**config.mk**
```make
export PLATFORM = sky130hd
export DESIGN_NAME = gpio_banked
export DESIGN_NICKNAME = d
export VERILOG_FILES = /design/src/rtl/gpio_banked_pkg.sv /design/src/rtl/gpio_banked_sync.sv /design/src/rtl/gpio_banked_decode.sv /design/src/rtl/gpio_banked_bank.sv /design/src/rtl/gpio_banked.sv
export SDC_FILE = /design/constraint.sdc
export NUM_CORES = 1
export LEC_CHECK = 0
export CAP_MARGIN = 0
export CORE_MARGIN = 2
export CORE_UTILIZATION = 55
export DETAILED_ROUTE_END_ITERATION = 10
export GPL_TIMING_DRIVEN = 0
export PLACE_DENSITY = 0.74
export REMOVE_ABC_BUFFERS = 1
export SETUP_SLACK_MARGIN = 0.1
export SYNTH_ARGS = -nofsm -noshare
export SYNTH_HDL_FRONTEND = slang
export SYNTH_HIERARCHICAL = 1
export SYNTH_SLANG_ARGS = --single-unit
```
**constraint.sdc**
```tcl
create_clock -name clk -period 13.8 [get_ports clk]
set_clock_uncertainty 0.2 [all_clocks]
set_input_delay 4.14 -clock clk [delete_from_list [all_inputs] [get_ports clk]]
set_output_delay 4.14 -clock clk [all_outputs]
set_load 0.01 [all_outputs]
```
**src/rtl/gpio_banked_pkg.sv**
```systemverilog
package gpio_banked_pkg;

  localparam int PINS_PER_BANK = 32;
  localparam int NUM_GRP       = 9;

  typedef enum logic [3:0] {
    GRP_LVL  = 4'd0,
    GRP_DIR  = 4'd1,
    GRP_SET  = 4'd2,
    GRP_CLR  = 4'd3,
    GRP_RISE = 4'd4,
    GRP_FALL = 4'd5,
    GRP_EVT  = 4'd6,
    GRP_FUNC = 4'd7,
    GRP_MASK = 4'd8
  } grp_e;

  // Word offset (byte offset / 4) of bank 0 of each register group.
  function automatic int grp_word_base(grp_e g);
    case (g)
      GRP_LVL:  return 'h00 / 4;
      GRP_DIR:  return 'h0C / 4;
      GRP_SET:  return 'h18 / 4;
      GRP_CLR:  return 'h24 / 4;
      GRP_RISE: return 'h30 / 4;
      GRP_FALL: return 'h3C / 4;
      GRP_EVT:  return 'h48 / 4;
      GRP_FUNC: return 'h54 / 4;
      default:  return 'h9C / 4;
    endcase
  endfunction

  // Transitions that the enables ask to record.
  function automatic logic [PINS_PER_BANK-1:0] edge_hits(
    input logic [PINS_PER_BANK-1:0] cur,
    input logic [PINS_PER_BANK-1:0] prev,
    input logic [PINS_PER_BANK-1:0] rise_en,
    input logic [PINS_PER_BANK-1:0] fall_en);
    return (cur & ~prev & rise_en) | (~cur & prev & fall_en);
  endfunction

  // Sticky status update: clear-by-one first, new hits override.
  function automatic logic [PINS_PER_BANK-1:0] sticky_next(
    input logic [PINS_PER_BANK-1:0] cur,
    input logic [PINS_PER_BANK-1:0] clr,
    input logic [PINS_PER_BANK-1:0] hits);
    return (cur & ~clr) | hits;
  endfunction

  // Drive latch update from the raise and lower strobes.
  function automatic logic [PINS_PER_BANK-1:0] drive_next(
    input logic [PINS_PER_BANK-1:0] cur,
    input logic [PINS_PER_BANK-1:0] raise,
    input logic [PINS_PER_BANK-1:0] lower);
    return (cur | raise) & ~lower;
  endfunction

  // Two-bit function field belonging to pin p of a bank.
  function automatic logic [1:0] func_field(
    input logic [PINS_PER_BANK-1:0] word, input int p);
    return word[2*(p % 16) +: 2];
  endfunction

endpackage

```
**src/rtl/gpio_banked_sync.sv**
```systemverilog
module gpio_banked_sync #(
  parameter int W = 32
) (
  input  logic         clk,
  input  logic         rst_n,
  input  logic [W-1:0] d,
  output logic [W-1:0] q
);
  logic [W-1:0] stage1;
  logic [W-1:0] stage2;

  always_ff @(posedge clk or negedge rst_n) begin
    if (!rst_n) begin
      stage1 <= '0;
      stage2 <= '0;
    end else begin
      stage1 <= d;
      stage2 <= stage1;
    end
  end

  assign q = stage2;
endmodule

```
**src/rtl/gpio_banked_decode.sv**
```systemverilog
module gpio_banked_decode
  import gpio_banked_pkg::*;
#(
  parameter int AW    = 8,
  parameter int NBANK = 3,
  localparam int BW   = (NBANK > 1) ? $clog2(NBANK) : 1
) (
  input  logic [AW-1:0] addr,
  output logic          hit,
  output grp_e          grp,
  output logic [BW-1:0] bank
);
  always_comb begin
    hit  = 1'b0;
    grp  = GRP_LVL;
    bank = '0;
    if (addr[1:0] == 2'b00) begin
      for (int g = 0; g < NUM_GRP; g++) begin
        for (int b = 0; b < NBANK; b++) begin
          if (int'(addr[AW-1:2]) == grp_word_base(grp_e'(g[3:0])) + b) begin
            hit  = 1'b1;
            grp  = grp_e'(g[3:0]);
            bank = BW'(b);
          end
        end
      end
    end
  end
endmodule

```
**src/rtl/gpio_banked_bank.sv**
```systemverilog
module gpio_banked_bank
  import gpio_banked_pkg::*;
#(
  parameter int W = PINS_PER_BANK
) (
  input  logic         clk,
  input  logic         rst_n,
  input  logic [W-1:0] pin_i,
  input  logic         sel,
  input  logic         we,
  input  grp_e         grp,
  input  logic [W-1:0] wdata,
  output logic [W-1:0] rdata,
  output logic [W-1:0] pin_o,
  output logic [W-1:0] pin_oe,
  output logic [W-1:0] evt_o,
  output logic [W-1:0] mask_o,
  output logic [W-1:0] edge_o
);
  logic [W-1:0] lvl_s, lvl_prev;
  logic [W-1:0] drv_q, dir_q, ren_q, fen_q, evt_q, mask_q, func_q;
  logic         wr_dir, wr_set, wr_clr, wr_ren, wr_fen, wr_evt, wr_func, wr_mask;

  gpio_banked_sync #(.W(W)) u_sync (
    .clk   (clk),
    .rst_n (rst_n),
    .d     (pin_i),
    .q     (lvl_s)
  );

  assign wr_dir  = sel && we && (grp == GRP_DIR);
  assign wr_set  = sel && we && (grp == GRP_SET);
  assign wr_clr  = sel && we && (grp == GRP_CLR);
  assign wr_ren  = sel && we && (grp == GRP_RISE);
  assign wr_fen  = sel && we && (grp == GRP_FALL);
  assign wr_evt  = sel && we && (grp == GRP_EVT);
  assign wr_func = sel && we && (grp == GRP_FUNC);
  assign wr_mask = sel && we && (grp == GRP_MASK);

  assign edge_o = edge_hits(lvl_s, lvl_prev, ren_q, fen_q);

  always_ff @(posedge clk or negedge rst_n) begin
    if (!rst_n) begin
      lvl_prev <= '0;
      drv_q    <= '0;
      dir_q    <= '0;
      ren_q    <= '0;
      fen_q    <= '0;
      evt_q    <= '0;
      mask_q   <= '0;
      func_q   <= '0;
    end else begin
      lvl_prev <= lvl_s;
      drv_q    <= drive_next(drv_q, wr_set ? wdata : '0, wr_clr ? wdata : '0);
      evt_q    <= sticky_next(evt_q, wr_evt ? wdata : '0, edge_o);
      if (wr_dir)  dir_q  <= wdata;
      if (wr_ren)  ren_q  <= wdata;
      if (wr_fen)  fen_q  <= wdata;
      if (wr_mask) mask_q <= wdata;
      if (wr_func) func_q <= wdata;
    end
  end

  always_comb begin
    case (grp)
      GRP_LVL:  rdata = lvl_s;
      GRP_DIR:  rdata = dir_q;
      GRP_SET,
      GRP_CLR:  rdata = drv_q;
      GRP_RISE: rdata = ren_q;
      GRP_FALL: rdata = fen_q;
      GRP_EVT:  rdata = evt_q;
      GRP_FUNC: rdata = func_q;
      default:  rdata = mask_q;
    endcase
  end

  assign pin_o  = drv_q;
  assign pin_oe = dir_q;
  assign evt_o  = evt_q;
  assign mask_o = mask_q;
endmodule

```
**src/rtl/gpio_banked.sv**
```systemverilog
module gpio_banked
  import gpio_banked_pkg::*;
#(
  parameter int NBANK = 3,
  parameter int AW    = 8,
  localparam int W    = PINS_PER_BANK,
  localparam int NPIN = NBANK * W,
  localparam int BW   = (NBANK > 1) ? $clog2(NBANK) : 1
) (
  input  logic            clk,
  input  logic            rst_n,
  input  logic [AW-1:0]   bus_addr,
  input  logic            bus_we,
  input  logic [W-1:0]    bus_wdata,
  output logic [W-1:0]    bus_rdata,
  input  logic [NPIN-1:0] pin_in,
  output logic [NPIN-1:0] pin_out,
  output logic [NPIN-1:0] pin_oe,
  output logic            irq
);
  logic            dec_hit;
  grp_e            dec_grp;
  logic [BW-1:0]   dec_bank;
  logic [W-1:0]    bank_rd [NBANK];
  logic [NPIN-1:0] evt_all;
  logic [NPIN-1:0] mask_all;
  logic [NPIN-1:0] edge_all;

  gpio_banked_decode #(.AW(AW), .NBANK(NBANK)) u_dec (
    .addr (bus_addr),
    .hit  (dec_hit),
    .grp  (dec_grp),
    .bank (dec_bank)
  );

  for (genvar b = 0; b < NBANK; b++) begin : g_bank
    logic bank_sel;
    assign bank_sel = dec_hit && (int'(dec_bank) == b);

    gpio_banked_bank #(.W(W)) u_bank (
      .clk    (clk),
      .rst_n  (rst_n),
      .pin_i  (pin_in[b*W +: W]),
      .sel    (bank_sel),
      .we     (bus_we),
      .grp    (dec_grp),
      .wdata  (bus_wdata),
      .rdata  (bank_rd[b]),
      .pin_o  (pin_out[b*W +: W]),
      .pin_oe (pin_oe[b*W +: W]),
      .evt_o  (evt_all[b*W +: W]),
      .mask_o (mask_all[b*W +: W]),
      .edge_o (edge_all[b*W +: W])
    );
  end

  always_comb begin
    bus_rdata = '0;
    for (int b = 0; b < NBANK; b++) begin
      if (dec_hit && int'(dec_bank) == b) bus_rdata = bank_rd[b];
    end
  end

  assign irq = |(evt_all & mask_all);
endmodule

```
# Word-level counts from Yosys, hierarchy flattened
# Index checks and enable logic that the tools add are counted.
word_totals:
  inputBits: 139
  out_inout_bits: 225
  wordCells: 264
  regBits: 960
classes:
  mux: 104
  n_reduce_logical: 35
  add_sub_neg: 18
  bitwise_logic: 40
  n_eq_ne: 37
ops:
  columns: ["op", "count"]
  rows:
  - ["7-bit by 32-bit == test with 1-bit output", 27]
  - ["32-bit two-way mux", 21]
  - ["32-bit one-hot mux with 7 select lines", 3]
  - ["32-bit AND", 18]
  - ["32-bit NOT", 12]
  - ["32-bit by 2-bit adder with 32-bit output (second input constant)", 9]
  - ["32-bit by 3-bit adder with 32-bit output (second input constant)", 9]
  - ["32-bit OR", 9]
  - ["96-bit AND", 1]
  - ["96-bit OR reduction", 1]
  - ["2-bit two-way mux", 32]
  - ["3-bit two-way mux", 12]
  - ["1-bit two-way mux", 32]
  - ["1-bit logical AND", 30]
  - ["4-bit by 3-bit == test with 1-bit output (second input constant)", 4]
  - ["4-bit two-way mux", 4]
  - ["4-bit by 2-bit == test with 1-bit output (second input constant)", 2]
  - ["2-bit == test (second input constant)", 2]
  - ["4-bit by 1-bit == test with 1-bit output (second input constant)", 1]
  - ["4-bit == test (second input constant)", 1]
  - ["2-bit zero test", 2]
  - ["4-bit zero test", 1]
  - ["2-bit OR reduction", 1]

# Depth between registers and ports, before layout
depth:
  depth_word: 39
  depth_mapped: 16

# By module
# Netlist, hierarchy kept.
by_module_without_submodules:
  columns: ["mod", "area_each_um2", "instances", "cells_per_inst"]
  rows:
  - ["gpio_banked_bank (g_bank[1].u_bank ...)", 11835.1, 2, 948]
  - ["gpio_banked_bank (g_bank[0].u_bank)", 12047.8, 1, 943]
  - ["gpio_banked_sync", 1601.5, 3, 64]
  - ["gpio_banked", 1403.8, 1, 209]
  - ["gpio_banked_decode", 380.4, 1, 59]

# Worst setup path before layout
# OpenSTA, ideal clock, no wires.
synth_path:
  path_type: "input to output"
  startpoint: "in bus_addr[5]"
  endpoint: "out bus_rdata[6]"
  path_buffers: 3
  t_arrival_ns: 7.006
  path_stages: 12
  path_slack_ns: 2.454
  cell_sequence: "clkbuf_1 -> nand2b_1 -> o21a_1 -> nor2_1 -> buf_2 -> buf_2 -> mux2_2 -> a222oi_1 -> a21oi_1 -> mux2i_1 -> o21ai_1 -> and2_1"
synth_lines:
  columns: ["item", "line", "text"]
  rows:
  - ["from (decl)", "gpio_banked.sv:12", "input logic [AW-1:0] bus_addr,"]
  - ["to (decl)", "gpio_banked.sv:15", "output logic [W-1:0] bus_rdata,"]

==> results.cfg <==
[routing]
drc_errors = 0
viasPerCell = 6.41
antenna_left = 0
totalWireLength_mm = 136
first_iter_violations = 3465
vias = 30590
dr.pass1.iters = 5
wl_per_cell_um = 28.4

[floorplan]
rows = 101
design.die.area_sq_um = 79200
ioPinCount = 364
die_h_um = 281
core_sq_um = 76100
die_x_um = 281
start_util = 0.556

[sta]
fin_crit_ps = 13330
hold_violations = 0
setup_viol = 0
maxSlewViolCount = 0
relSlewSlack = 0.0614
finalCritPeriodShare = 0.966
rsz0062_at_grt = no
max_freq_mhz = 75.0
tightest_slew_ps = 1400
setup-tns-final_ps = 0

[global_route]
grt_pass1_vias = 30233
grt_pass1_wl_mm = 200
grt-ovfl-total = 0
grt_max_degree = 124
grt_use_total = 0.344
antenna_found_initial = 1

[final_layout]
final_common_cell = dfrtp_1
area_delta_synth_final_pct = 22.3
post-route-util = 0.680
nets = 3797
layout.area.seq_sq_um = 24000
diodes = 0
final_cell_mix = 960 x dfrtp_1, 385 x mux2_2, 362 x clkdlybuf4s50_1
drive_above_1_share = 0.237
num-fill-cells = 5437
multiInputGateArea_sq_um = 17000
stdcell_count = 4775

[clocking]
postCtsSetupBuffers = 0
worstSkewPairLatency_ps = 670
clockRootBuffer = clkbuf_16
cts_hold_buf = 0
cts-buffers-inserted = 100
ctsResizeCount = 0
h-tree-depth = 3
clk_pin_slew_ps = 60
clock-sinks = 960
clk_path_buf_depth = 3
cts_tree = yes

[yosys]
synthArstFlopShare = 1.00
ys_dominant_reg_cell = dfrtp_1
synth_cell_types = 64
netlist_top_cells_area = dfrtp_1 57%, mux2_2 10%, mux2_4 4.3%, mux4_2 3.5%, a21oi_1 2.6%
syn-mean-instance-area_sq_um = 12.8
synth_seq_cells = 960
synth.largest_area_cell = dfrtp_1
synth_cells = 3299
netlist.area_leader.share = 0.568
synth-edff-count = 0
synth_warnings = 6
synth-seq-area-share = 0.568
syn_area_sq_um = 42300

[setup_path]
crit_required_ps = 9460
worstPathArrival_ps = 8990
endpoint_kind = output pin
start_kind = input pin
max_stage_delay_ps = 850
crit_type = in -> out
crit_path_max_fanout = 39
path_delay_family = buffers and inverters
path_buf_inv = 3
path_cells = clkdlybuf4s50_1 -> o21ai_0 -> a21oi_1 -> nor2_1 -> nor2_4 -> buf_12 -> and2_1 -> a22oi_1 -> o221ai_1 -> mux2_2 -> mux2i_1 -> o21ai_1 -> and2_1 -> clkdlybuf4s50_1
slowest_stage = clkdlybuf4s50_1

[power_and_ir_drop]
ir_drop_uv = 102
p_leak_nw = 23.6
p_per_area_nw_per_um2 = 122

[outcome]
status = complete, no violations

[job]
cap_viol_max_count = 0

[placed_design]
dp_cells = 4586
gp_congestion = 0.847
hpwlAfterDp_mm = 89.6
portBuffers = 363

[worst_hold_path]
hold_class = reg -> reg
## final cells by class
cell class | count | share of cell area
Clock buffer | 137 | 0.0555
Clock inverter | 52 | 0.0134
Inverter | 116 | 0.00841
Multi-Input combinational cell | 2025 | 0.329
Sequential cell | 960 | 0.464
Tap cell | 1030 | 0.0249
Timing Repair Buffer | 455 | 0.105
## stage by stage
step / setup WS, ps / cell area [sq um] / hold slack, ps / power (mW)
final: 472 / 51800 / 137 / 6.32
after global placement: -34720 / 46200 / 131 / 3.47
after detailed placement: 415 / 48200 / 135 / 3.47
after CTS: 398 / 51700 / 147 / 6.35
after floorplan: -10720 / 41200 / 131 / 3.20
after global routing: 322 / 51800 / 149 / 6.52
## Yosys cell counts (4+ instances only)
| cell type | count |
|---|---|
| a21o_1 | 96 |
| or3_1 | 4 |
| nor3_1 | 5 |
| buf_4 | 17 |
| o21ai_0 | 120 |
| nor2b_1 | 29 |
| a2bb2oi_1 | 46 |
| a221oi_1 | 76 |
| nand3b_1 | 98 |
| a22oi_1 | 87 |
| nand4_1 | 11 |
| o22a_1 | 17 |
| nand3_1 | 9 |
| nor4_2 | 7 |
| mux2_2 | 385 |
| nand2_1 | 256 |
| o22ai_1 | 44 |
| and3_1 | 5 |
| a22o_1 | 10 |
| inv_1 | 115 |
| and2_1 | 37 |
| o21ai_1 | 33 |
| o2bb2ai_1 | 24 |
| mux4_2 | 66 |
| clkbuf_1 | 56 |
| a31oi_1 | 6 |
| o221ai_1 | 21 |
| dfrtp_1 | 960 |
| buf_6 | 18 |
| nor2_1 | 25 |
| buf_2 | 103 |
| a21oi_1 | 223 |
| mux2_4 | 120 |
| mux2i_1 | 53 |
| nand2b_1 | 77 |
## worst paths after layout
kind	start	end	slack [ps]	cells past startpoint
min in group asynchronous	rst_n	g_bank[1].u_bank/u_sync/stage1[15]	3240	1
min	g_bank[1].u_bank/u_sync/stage1[17]	g_bank[1].u_bank/u_sync/q[17]	140	0
max	bus_addr[3]	bus_rdata[10]	470	14
min reg2reg	g_bank[1].u_bank/u_sync/stage1[17]	g_bank[1].u_bank/u_sync/q[17]	140	0
max reg2reg	g_bank[0].u_bank/u_sync/q[17]	g_bank[0].u_bank/evt_o[17]	12630	3
max in group asynchronous	rst_n	g_bank[0].u_bank/u_sync/stage1[27]	7700	5
## state kept, by name (all words and copies together) (netlist names)
name / flops
g_bank.u_bank/evt_o: 96
g_bank.u_bank/fen_q: 96
g_bank.u_bank/ren_q: 96
g_bank.u_bank/pin_o: 96
g_bank.u_bank/func_q: 96
g_bank.u_bank/u_sync/stage1: 96
g_bank.u_bank/pin_oe: 96
g_bank.u_bank/u_sync/q: 96
g_bank.u_bank/mask_o: 96
g_bank.u_bank/lvl_prev: 96
## report_power, final
group	switching, mW	total (mW)	internal (mW)	leakage (nW)
Clock	1.16	2.90	1.74	1.76
Sequential	0.0891	3.00	2.91	12.7
Combinational	0.226	0.419	0.193	9.11
## cell families (layout without fill, tap and decap cells)
logic type | Yosys count | after routing | share of synthesized area
simple gates | 582 | 582 | 0.0749
flops | 960 | 960 | 0.568
xor+xnor | 3 | 3 | 0.000621
buf+inv | 314 | 760 | 0.0357
compound gates | 814 | 814 | 0.127
mux | 626 | 626 | 0.194
## metal layers
layer / part of all wire / wire [um] / track usage / vias up
met4: 0.038 / 5220 / 0.129 / 0
met2: 0.47 / 63600 / 0.538 / 1629
met1: 0.40 / 54900 / 0.483 / 15869
li1: - / - / - / 12772
met3: 0.089 / 12000 / 0.0646 / 320
met5: 0 / 0 / 0 / -
Note: power is estimated with default switching activity, not from simulation.
